## config.mk

```make
export PLATFORM = sky130hd
export DESIGN_NAME = quad_enc_ctr
export DESIGN_NICKNAME = d
export VERILOG_FILES = /design/src/rtl/qenc_pkg.sv /design/src/rtl/qenc_input_cond.sv /design/src/rtl/qenc_step_decode.sv /design/src/rtl/qenc_position.sv /design/src/rtl/quad_enc_ctr.sv
export SDC_FILE = /design/constraint.sdc
export NUM_CORES = 1
export LEC_CHECK = 0
export ABC_AREA = 1
export ABC_CLOCK_PERIOD_IN_PS = 6380
export BUFFER_PORTS_ARGS = -buffer_cell sky130_fd_sc_hd__buf_4
export CAP_MARGIN = 10
export CORE_ASPECT_RATIO = 1.1
export CORE_MARGIN = 4
export CORE_UTILIZATION = 50
export CTS_CLUSTER_DIAMETER = 60
export DETAILED_ROUTE_END_ITERATION = 6
export PLACE_DENSITY = 0.68
export SYNTH_ARGS = -nofsm -noshare
export SYNTH_HDL_FRONTEND = slang
export SYNTH_SLANG_ARGS = --single-unit
```

## constraint.sdc

```tcl
create_clock -name clk -period 6.38 [get_ports clk]
set_input_delay 0.957 -clock clk [delete_from_list [all_inputs] [get_ports clk]]
set_output_delay 0.957 -clock clk [all_outputs]
set_load 0.02 [all_outputs]
```

## src/rtl/qenc_pkg.sv

```systemverilog
package qenc_pkg;

    // register byte offsets
    localparam int OFS_CTRL  = 'h00;
    localparam int OFS_FILT  = 'h04;
    localparam int OFS_COUNT = 'h08;
    localparam int OFS_CEIL  = 'h0C;
    localparam int OFS_STAT  = 'h20;
    localparam int OFS_MASK  = 'h24;

    // control word bit positions
    localparam int CB_RUN  = 0;
    localparam int CB_FLT  = 1;
    localparam int CB_POLA = 2;
    localparam int CB_POLB = 3;
    localparam int CB_POLI = 4;
    localparam int CB_SWAP = 5;
    localparam int CB_MODE = 8;
    localparam int CB_GATE = 9;

    // status bits
    localparam int STAT_W      = 6;
    localparam int ST_WRAP_DN  = 1;
    localparam int ST_WRAP_UP  = 2;
    localparam int ST_TURN     = 3;

    typedef struct packed {
        logic [1:0] gate;
        logic       rst_on_ceil;
        logic       swap;
        logic       pol_idx;
        logic       pol_b;
        logic       pol_a;
        logic       flt_en;
        logic       run;
    } ctrl_t;

    typedef struct packed {
        logic up;
        logic down;
        logic turn;
    } cnt_evt_t;

    function automatic logic [31:0] ctrl_to_word(input ctrl_t c);
        logic [31:0] w;
        w = '0;
        w[CB_RUN]          = c.run;
        w[CB_FLT]          = c.flt_en;
        w[CB_POLA]         = c.pol_a;
        w[CB_POLB]         = c.pol_b;
        w[CB_POLI]         = c.pol_idx;
        w[CB_SWAP]         = c.swap;
        w[CB_MODE]         = c.rst_on_ceil;
        w[CB_GATE+1:CB_GATE] = c.gate;
        return w;
    endfunction

    function automatic ctrl_t word_to_ctrl(input logic [31:0] w);
        ctrl_t c;
        c.run         = w[CB_RUN];
        c.flt_en      = w[CB_FLT];
        c.pol_a       = w[CB_POLA];
        c.pol_b       = w[CB_POLB];
        c.pol_idx     = w[CB_POLI];
        c.swap        = w[CB_SWAP];
        c.rst_on_ceil = w[CB_MODE];
        c.gate        = w[CB_GATE+1:CB_GATE];
        return c;
    endfunction

endpackage

```

## src/rtl/qenc_input_cond.sv

```systemverilog
module qenc_input_cond #(
    parameter int FLT_W       = 21,
    parameter int SYNC_STAGES = 2
) (
    input  logic             clk,
    input  logic             rst_n,
    input  logic             pin,
    input  logic             flt_on,
    input  logic [FLT_W-1:0] flt_len,
    output logic             level
);
    typedef struct packed {
        logic [SYNC_STAGES-1:0] sync;
        logic                   level;
        logic [FLT_W-1:0]       run;
    } cond_t;

    cond_t cond_d, cond_q;
    logic  sampled;

    assign sampled = cond_q.sync[SYNC_STAGES-1];

    always_comb begin
        cond_d      = cond_q;
        cond_d.sync = {cond_q.sync[SYNC_STAGES-2:0], pin};
        if (!flt_on) begin
            cond_d.level = sampled;
            cond_d.run   = '0;
        end else if (sampled == cond_q.level) begin
            // candidate level fell back: restart the stability window
            cond_d.run = '0;
        end else if (cond_q.run + 1'b1 >= flt_len) begin
            cond_d.level = sampled;
            cond_d.run   = '0;
        end else begin
            cond_d.run = cond_q.run + 1'b1;
        end
    end

    always_ff @(posedge clk or negedge rst_n) begin
        if (!rst_n) cond_q <= '0;
        else        cond_q <= cond_d;
    end

    assign level = cond_q.level;
endmodule

```

## src/rtl/qenc_step_decode.sv

```systemverilog
module qenc_step_decode (
    input  logic clk,
    input  logic rst_n,
    input  logic a_in,
    input  logic b_in,
    input  logic swap,
    output logic a_eff,
    output logic b_eff,
    output logic step,
    output logic up
);
    typedef struct packed {
        logic a;
        logic b;
    } prev_t;

    prev_t prev_d, prev_q;

    always_comb begin
        a_eff    = swap ? b_in : a_in;
        b_eff    = swap ? a_in : b_in;
        prev_d.a = a_eff;
        prev_d.b = b_eff;
        // exactly one phase moved; a double move carries no direction
        step     = (a_eff ^ prev_q.a) != (b_eff ^ prev_q.b);
        up       = a_eff ^ prev_q.b;
    end

    always_ff @(posedge clk or negedge rst_n) begin
        if (!rst_n) prev_q <= '0;
        else        prev_q <= prev_d;
    end
endmodule

```

## src/rtl/qenc_position.sv

```systemverilog
module qenc_position
    import qenc_pkg::*;
#(
    parameter int CNT_W = 32
) (
    input  logic             clk,
    input  logic             rst_n,
    input  logic             run,
    input  logic             step,
    input  logic             up,
    input  logic             idx_hit,
    input  logic [CNT_W-1:0] ceil,
    output logic [CNT_W-1:0] count,
    output cnt_evt_t         evt
);
    typedef struct packed {
        logic [CNT_W-1:0] cnt;
        logic             dir_up;
    } pos_t;

    pos_t pos_d, pos_q;

    always_comb begin
        pos_d = pos_q;
        evt   = '0;
        if (run) begin
            if (step) begin
                pos_d.dir_up = up;
                evt.turn     = (up != pos_q.dir_up);
            end
            if (idx_hit) begin
                pos_d.cnt = '0;
                evt.up    = pos_q.dir_up;
                evt.down  = !pos_q.dir_up;
            end else if (step && up) begin
                if (pos_q.cnt == ceil) begin
                    pos_d.cnt = '0;
                    evt.up    = 1'b1;
                end else begin
                    pos_d.cnt = pos_q.cnt + 1'b1;
                end
            end else if (step) begin
                if (pos_q.cnt == '0) begin
                    pos_d.cnt = ceil;
                    evt.down  = 1'b1;
                end else begin
                    pos_d.cnt = pos_q.cnt - 1'b1;
                end
            end
        end
    end

    always_ff @(posedge clk or negedge rst_n) begin
        if (!rst_n) begin
            pos_q.cnt    <= '0;
            pos_q.dir_up <= 1'b1;
        end else begin
            pos_q <= pos_d;
        end
    end

    assign count = pos_q.cnt;
endmodule

```

## src/rtl/quad_enc_ctr.sv

```systemverilog
module quad_enc_ctr
    import qenc_pkg::*;
#(
    parameter int CNT_W       = 32,
    parameter int FLT_W       = 21,
    parameter int SYNC_STAGES = 2,
    parameter int DATA_W      = 32,
    parameter int ADDR_W      = 8
) (
    input  logic              clk,
    input  logic              rst_n,
    input  logic              bus_wr,
    input  logic [ADDR_W-1:0] bus_addr,
    input  logic [DATA_W-1:0] bus_wdata,
    output logic [DATA_W-1:0] bus_rdata,
    input  logic              enc_a,
    input  logic              enc_b,
    input  logic              enc_idx,
    output logic              irq
);
    localparam int N_IN   = 3;
    localparam int IN_A   = 0;
    localparam int IN_B   = 1;
    localparam int IN_IDX = 2;

    typedef struct packed {
        ctrl_t             ctrl;
        logic [FLT_W-1:0]  filt;
        logic [CNT_W-1:0]  ceil;
        logic [STAT_W-1:0] stat;
        logic [STAT_W-1:0] mask;
        logic              idx_prev;
    } regs_t;

    regs_t regs_d, regs_q;

    logic              flt_on;
    logic [N_IN-1:0]   raw_pins;
    logic [N_IN-1:0]   clean;
    logic [N_IN-1:0]   pol_mask;
    logic [N_IN-1:0]   aligned;
    logic              a_eff, b_eff, step, up;
    logic              gate_ok, idx_hit;
    logic [CNT_W-1:0]  count;
    cnt_evt_t          evt;
    logic [31:0]       ctrl_word;
    logic              wr_ctrl, wr_filt, wr_ceil, wr_stat, wr_mask;
    logic [STAT_W-1:0] st_set, st_clr;

    // ---------------- input conditioning ----------------
    assign raw_pins = {enc_idx, enc_b, enc_a};
    assign flt_on   = regs_q.ctrl.flt_en && (regs_q.filt != '0);

    for (genvar gi = 0; gi < N_IN; gi++) begin : g_in
        qenc_input_cond #(
            .FLT_W      (FLT_W),
            .SYNC_STAGES(SYNC_STAGES)
        ) u_cond (
            .clk    (clk),
            .rst_n  (rst_n),
            .pin    (raw_pins[gi]),
            .flt_on (flt_on),
            .flt_len(regs_q.filt),
            .level  (clean[gi])
        );
    end

    assign pol_mask = {regs_q.ctrl.pol_idx, regs_q.ctrl.pol_b, regs_q.ctrl.pol_a};
    assign aligned  = clean ^ ~pol_mask;

    // ---------------- decode and count ----------------
    qenc_step_decode u_dec (
        .clk  (clk),
        .rst_n(rst_n),
        .a_in (aligned[IN_A]),
        .b_in (aligned[IN_B]),
        .swap (regs_q.ctrl.swap),
        .a_eff(a_eff),
        .b_eff(b_eff),
        .step (step),
        .up   (up)
    );

    assign gate_ok = ({a_eff, b_eff} == regs_q.ctrl.gate);
    assign idx_hit = regs_q.ctrl.run && !regs_q.ctrl.rst_on_ceil && gate_ok &&
                     aligned[IN_IDX] && !regs_q.idx_prev;

    qenc_position #(.CNT_W(CNT_W)) u_pos (
        .clk    (clk),
        .rst_n  (rst_n),
        .run    (regs_q.ctrl.run),
        .step   (step),
        .up     (up),
        .idx_hit(idx_hit),
        .ceil   (regs_q.ceil),
        .count  (count),
        .evt    (evt)
    );

    // ---------------- register file ----------------
    assign wr_ctrl = bus_wr && (bus_addr == ADDR_W'(OFS_CTRL));
    assign wr_filt = bus_wr && (bus_addr == ADDR_W'(OFS_FILT));
    assign wr_ceil = bus_wr && (bus_addr == ADDR_W'(OFS_CEIL));
    assign wr_stat = bus_wr && (bus_addr == ADDR_W'(OFS_STAT));
    assign wr_mask = bus_wr && (bus_addr == ADDR_W'(OFS_MASK));

    always_comb begin
        regs_d = regs_q;

        if (wr_ctrl) begin
            if (regs_q.ctrl.run) regs_d.ctrl.run = bus_wdata[CB_RUN];
            else                 regs_d.ctrl     = word_to_ctrl(32'(bus_wdata));
        end
        if (wr_filt && !regs_q.ctrl.run) regs_d.filt = bus_wdata[FLT_W-1:0];
        if (wr_ceil && !regs_q.ctrl.run) regs_d.ceil = bus_wdata[CNT_W-1:0];
        if (wr_mask)                     regs_d.mask = bus_wdata[STAT_W-1:0];

        st_set             = '0;
        st_set[ST_WRAP_UP] = evt.up;
        st_set[ST_WRAP_DN] = evt.down;
        st_set[ST_TURN]    = evt.turn;
        st_clr             = wr_stat ? bus_wdata[STAT_W-1:0] : '0;
        regs_d.stat        = (regs_q.stat & ~st_clr) | st_set;

        regs_d.idx_prev = aligned[IN_IDX];
    end

    always_ff @(posedge clk or negedge rst_n) begin
        if (!rst_n) begin
            regs_q      <= '0;
            regs_q.ceil <= '1;
            regs_q.mask <= '1;
        end else begin
            regs_q <= regs_d;
        end
    end

    assign ctrl_word = ctrl_to_word(regs_q.ctrl);

    always_comb begin
        case (bus_addr)
            ADDR_W'(OFS_CTRL):  bus_rdata = DATA_W'(ctrl_word);
            ADDR_W'(OFS_FILT):  bus_rdata = DATA_W'(regs_q.filt);
            ADDR_W'(OFS_COUNT): bus_rdata = DATA_W'(count);
            ADDR_W'(OFS_CEIL):  bus_rdata = DATA_W'(regs_q.ceil);
            ADDR_W'(OFS_STAT):  bus_rdata = DATA_W'(regs_q.stat);
            ADDR_W'(OFS_MASK):  bus_rdata = DATA_W'(regs_q.mask);
            default:            bus_rdata = '0;
        endcase
    end

    assign irq = |(regs_q.stat & ~regs_q.mask);
endmodule

```

Yosys cells after proc, flatten, opt, wreduce, memory -nomap -nowiden
Cells that the tools add are included.
Widths: inputs -> output; s select.
{ "totals": {"regBits": 182, "inputBits": 46} }
{ "classes": {"n_addsub": 5, "magnitude_cmp": 3, "eq_ne": 18, "muxes": 32, "n_bitwise": 11, "n_reduce_logical": 28} }
{ "op_table": {"columns": ["operator", "count"], "rows": [
  ["$pmux 32 s6", 1],
  ["$mux 32", 5],
  ["$mux 21", 6],
  ["$mux 22", 3],
  ["$add 21x1->21 const B", 3],
  ["$ge 21x21->1", 3],
  ["$add 32x1->32 const B", 1],
  ["$eq 32x32->1", 1],
  ["$logic_not 32->1", 1],
  ["$sub 32x1->32 const B", 1],
  ["$reduce_bool 21->1", 1],
  ["$eq 8x4->1 const B", 2],
  ["$eq 8x6->1 const B", 2],
  ["$mux 1", 14],
  ["$logic_and 1x1->1", 13],
  ["$and 6x6->6", 2],
  ["$not 6->6", 2],
  ["$reduce_and 2->1", 6],
  ["$eq 8x3->1 const B", 1],
  ["$logic_not 8->1", 1],
  ["$ne 2x2->1 const B", 4],
  ["$mux 6", 1],
  ["$or 6x4->6", 1],
  ["$reduce_or 6->1", 1],
  ["12 further kinds", 21]
]} }

Logic depth before layout (Yosys ltp)
{ "depth": {"word_depth": 10, "ltp_mapped": 20, "ltp_nobuf": 20} }

Cells and area by module
A second synthesis with hierarchy kept.
{ "hier_totals": {"hier_cells": 2372, "area_unflattened_um2": 15467.3} }
{ "modules_own_cells": {"columns": ["mod", "instances", "cells_each", "area_per_inst_um2", "seq_area_each_um2"], "rows": [
  ["qenc_position", 1, 910, 5084.9, 827.0],
  ["quad_enc_ctr", 1, 580, 4164.0, 1924.3],
  ["qenc_input_cond (g_in[0].u_cond ...)", 2, 288, 2034.5, 600.6],
  ["qenc_input_cond (g_in[1].u_cond)", 1, 279, 1995.7, 600.6],
  ["qenc_step_decode", 1, 27, 153.9, 50.0]
]} }

Worst setup path before layout
No wires, ideal clock.
{ "synth_path": {"path_kind": "input -> output", "startpoint": "in bus_addr[1]", "endpoint": "out bus_rdata[8]", "arrival_ns": 2.289, "required_time_ns": 5.423, "setup_slack_ns": 3.134, "cell_stages": 4, "cell_sequence": "or2_1 > nor4_1 > inv_1 > o21ai_0"} }
{ "synth_between": {"elab_chain_cells": 2} }
{ "synth_rtl": {"columns": ["item", "line_no", "source"], "rows": [
  ["from (decl)", "quad_enc_ctr.sv:13", "input logic [ADDR_W-1:0] bus_addr,"],
  ["$eq 8x6->1 (tied with other cells)", "quad_enc_ctr.sv:141", "case (bus_addr)"],
  ["$pmux 32 s6 *", "quad_enc_ctr.sv:141", null],
  ["to (decl)", "quad_enc_ctr.sv:15", "output logic [DATA_W-1:0] bus_rdata,"]
]} }
Every way passes the cells marked *; elsewhere a longest branch is shown, timed or not.

Worst setup path after layout
{ "layout_path": {"startpoint": "in bus_addr[1]", "endpoint": "out bus_rdata[3]"} }
Same word-level chain as after synthesis.

==> reports/qor.csv <==
metric,value,unit
status,finished clean,
RSZ-0062 raised after global routing,false,
die height,184,um
CP dominant cell by count,buf_4,
DP Wirelength,33.2,mm
n_diodes,0,
FILL cells,2780,
Synth Flop Type,dfrtp_1,
DR vias,13600,
Iteration-0 DRC Markers,1121,
HP Class,reg -> reg,
largest net degree at the start of global routing,104,
Buf/Inv on CP,2,
routed len/inst,16.9,um
# setup viols final,0,
Post-synth EDFFs,0,
met1 usage,0.360,
Clock power frac,0.263,
sequential share of power,0.351,
Nets,2309,
Power Dens Cells,289,nW/um2
Post-Place Cell Area,14800,um2
Place WS,2520,ps
TritonCTS Buffers,17,
Final min period,3910,ps
syn_area_per_cell,6.52,um2
final std cells w/o fill,2570,
ordered list of cells on the worst path,buf_4 -> or2_1 -> nor3_1 -> nand2_1 -> o22ai_1 -> nor2_1 -> o221ai_1 -> buf_4,
share of post-route cells with drive strength above 1,0.0983,
clock sinks,182,
# hold bufs at CTS,0,
combinational share of power,0.386,
core area,27800,um2
synthesized netlist cell count,2158,
area of the multi-input gates,7850,um2
Worst-path clk slew,70,ps
Final Wtd Congestion,0.980,
Netlist cell types,40,
WP data arrival,2950,ps
H-tree Lvls,4,
Sw Ratio,0.437,
Worst Tran Pin Value,906,ps
Required @ worst endpoint,5420,ps
met3 GRT Util,0.0394,
"FFs w/ async S/R, synth",1.00,
CTS tree,yes,
Max VDD drop,0.205,mV
final hold vios,0,
Hold Path Cell Cnt,0,
synth warn,0,
critical path class,in -> out,
total global-route track usage,0.283,
Mapped Area,14100,um2
port buffer count,78,
vias per cell,5.30,
initial core utilization,0.507,
DIE AREA,30900,um2
setup TNS,0,ps
vias in the first global route,13000,
CP Capture Type,output pin,
Seq. cell area,4600,um2
clk_skew,12.2,ps
"Largest stage delay, worst path",520,ps
setup ws final,2470,ps
most used routing layer,met2,
Boundary Pins,79,
max-slew violation count,0,
die width,168,um
Yosys reg bits,182,
Worst setup SP type,input pin,
PostCTS Resize Cnt,0,
Post-DRT Antenna Nets,0,
antenna violations before repair,0,
post-CTS setup buffer count,0,
latest clock arrival within the worst-skew pair,450,ps
Crit-path slowest cell,nand2_1,
placed cell count,2538,
first-pass GRT wire length,69.6,mm
final worst path period share,0.613,
drt first pass iters,6,
DR DRC count,0,
switching power,1.94,mW
syn_nets,2273,
Layout area overhead,9.26,%
cell row count,64,
final non-filler cell area,15400,um2
leakage,8.11,nW
FMAX,256,MHz
worst r2r path cells,18,
final wirelength,43.4,mm
GR Layer Usage met2,0.492,
Crit path depth,8,
worst-path maximum fanout,21,
"delay-heaviest family, CP",simple AND/OR/NAND/NOR gates,
clk root buf,clkbuf_16,
cell internal pwr,2.51,mW
final design utilization,0.554,
GRT overflow,0,
sequential area share after synthesis,0.327,
Rel. slew slack,0.394,
Max-Cap Viols,0,
maximum root-to-sink buffer count,2,
-- cell usage in the layout, fill, tap and decap left out, types with 2 or more instances in the layout --
cell	count
xor2_1	65
o21ai_1	15
clkinv_1	3
clkbuf_1	2
dfrtp_1	143
nand4_1	39
inv_8	2
inv_6	2
dfstp_2	39
o221ai_1	15
o21bai_1	5
buf_4	82
o21ai_0	94
xnor2_1	12
nand2_2	16
nor4_1	6
o22ai_1	23
or2_2	4
clkbuf_16	17
ha_1	69
nand3_1	111
nor2_1	274
clkinvlp_4	2
inv_1	305
o211ai_1	7
inv_2	9
a21oi_1	42
bufinv_16	4
nor2_4	12
nor3_1	20
nand2_1	731
nor3_2	2
clkinv_2	2
nor2_2	18
nand3b_1	3
-- logic make-up (layout without fill, tap and decap cells) --
family | Yosys count | count (layout) | share of synthesized area
AOI/OAI and AO/OA | 206 | 206 | 0.0823
adders and majority gates | 69 | 69 | 0.0613
and+or+nand+nor | 1239 | 1239 | 0.366
buffers and inverters | 385 | 434 | 0.115
DFF | 182 | 182 | 0.327
xor gates and xnor gates | 77 | 77 | 0.0479
-- stage by stage --
stage | total power, mW | hold slack [ps]
2_1_floorplan | 2.86 | 331
3_3_place_gp | 3.25 | 336
3_5_place_dp | 3.27 | 342
4_1_cts | 4.44 | 362
5_1_grt | 4.76 | 375
6_report | 4.45 | 358
-- per-layer routing --
metal,routed length [um],share of wire
met1,18400,0.42
met2,21300,0.49
met3,2170,0.050
met4,1590,0.037
met5,0,0
-- registers in the layout (all words and copies together), names as in the netlist --
register            count
g_in.u_cond.cond_q     66
regs_q                 66
u_pos.count            32
ctrl_word               9
g_in.u_cond.cond_d      3
g_in.u_cond.level       3
u_dec.prev_q            2
u_pos.pos_q             1
-- layout make-up --
| class | count | area share |
|---|---|---|
| clock buffer | 19 | 0.0281 |
| multi-input combinational | 1591 | 0.510 |
| timing repair buffer | 84 | 0.0422 |
| clock inverter | 13 | 0.0126 |
| tap | 363 | 0.0295 |
| inverter | 318 | 0.0778 |
| sequential | 182 | 0.299 |
-- synth_stat cells (3+ instances only) --
cell type,number,share of area
nand2_2,15,0.0067
nand4_1,39,0.017
nor2_4,12,0.0096
ha_1,69,0.061
o221ai_1,15,0.0093
o22ai_1,23,0.010
inv_2,9,0.0024
nor2_1,274,0.073
nor4_1,6,0.0027
buf_2,22,0.0078
o211ai_1,7,0.0037
xor2_1,65,0.040
buf_6,14,0.011
nand2_1,732,0.20
a21oi_1,42,0.015
clkbuf_1,19,0.0051
buf_4,12,0.0064
nor2_2,18,0.0080
dfrtp_1,143,0.25
nor3_1,20,0.0071
clkinv_1,3,0.00080
xnor2_1,12,0.0075
nand3b_1,3,0.0016
inv_1,305,0.081
o21bai_1,5,0.0027
dfstp_2,39,0.073
o21ai_1,15,0.0053
nand3_1,111,0.039
or2_2,4,0.0018
o21ai_0,94,0.033
-- power by group through the flow --
stage          logic [mW]  clock network [mW]  registers [mW]
4_1_cts              1.70                1.19            1.55
3_3_place_gp         1.67                   0            1.57
3_5_place_dp         1.69                   0            1.58
5_1_grt              1.95                1.23            1.59
2_1_floorplan        1.50                   0            1.36
6_report             1.72                1.17            1.56
-- worst paths after layout --
path / start / endpoint / slack [ps]
worst max register to register: g_in[1].u_cond.cond_q[0]$_DFF_PN0_ / g_in[1].u_cond.cond_q[19]$_DFF_PN0_ / 2550
max in group asynchronous: rst_n / u_pos.count[25]$_DFFE_PN0P_ / 4880
worst max-delay path: bus_addr[1] / bus_rdata[3] / 2470
min in group asynchronous: rst_n / g_in[0].u_cond.cond_q[13]$_DFF_PN0_ / 500
worst min register to register: g_in[1].u_cond.cond_d[23]$_DFF_PN0_ / g_in[1].u_cond.cond_q[23]$_DFF_PN0_ / 360
worst min-delay path: g_in[1].u_cond.cond_d[23]$_DFF_PN0_ / g_in[1].u_cond.cond_q[23]$_DFF_PN0_ / 360
No activity file was read; power rests on OpenSTA's default activity.
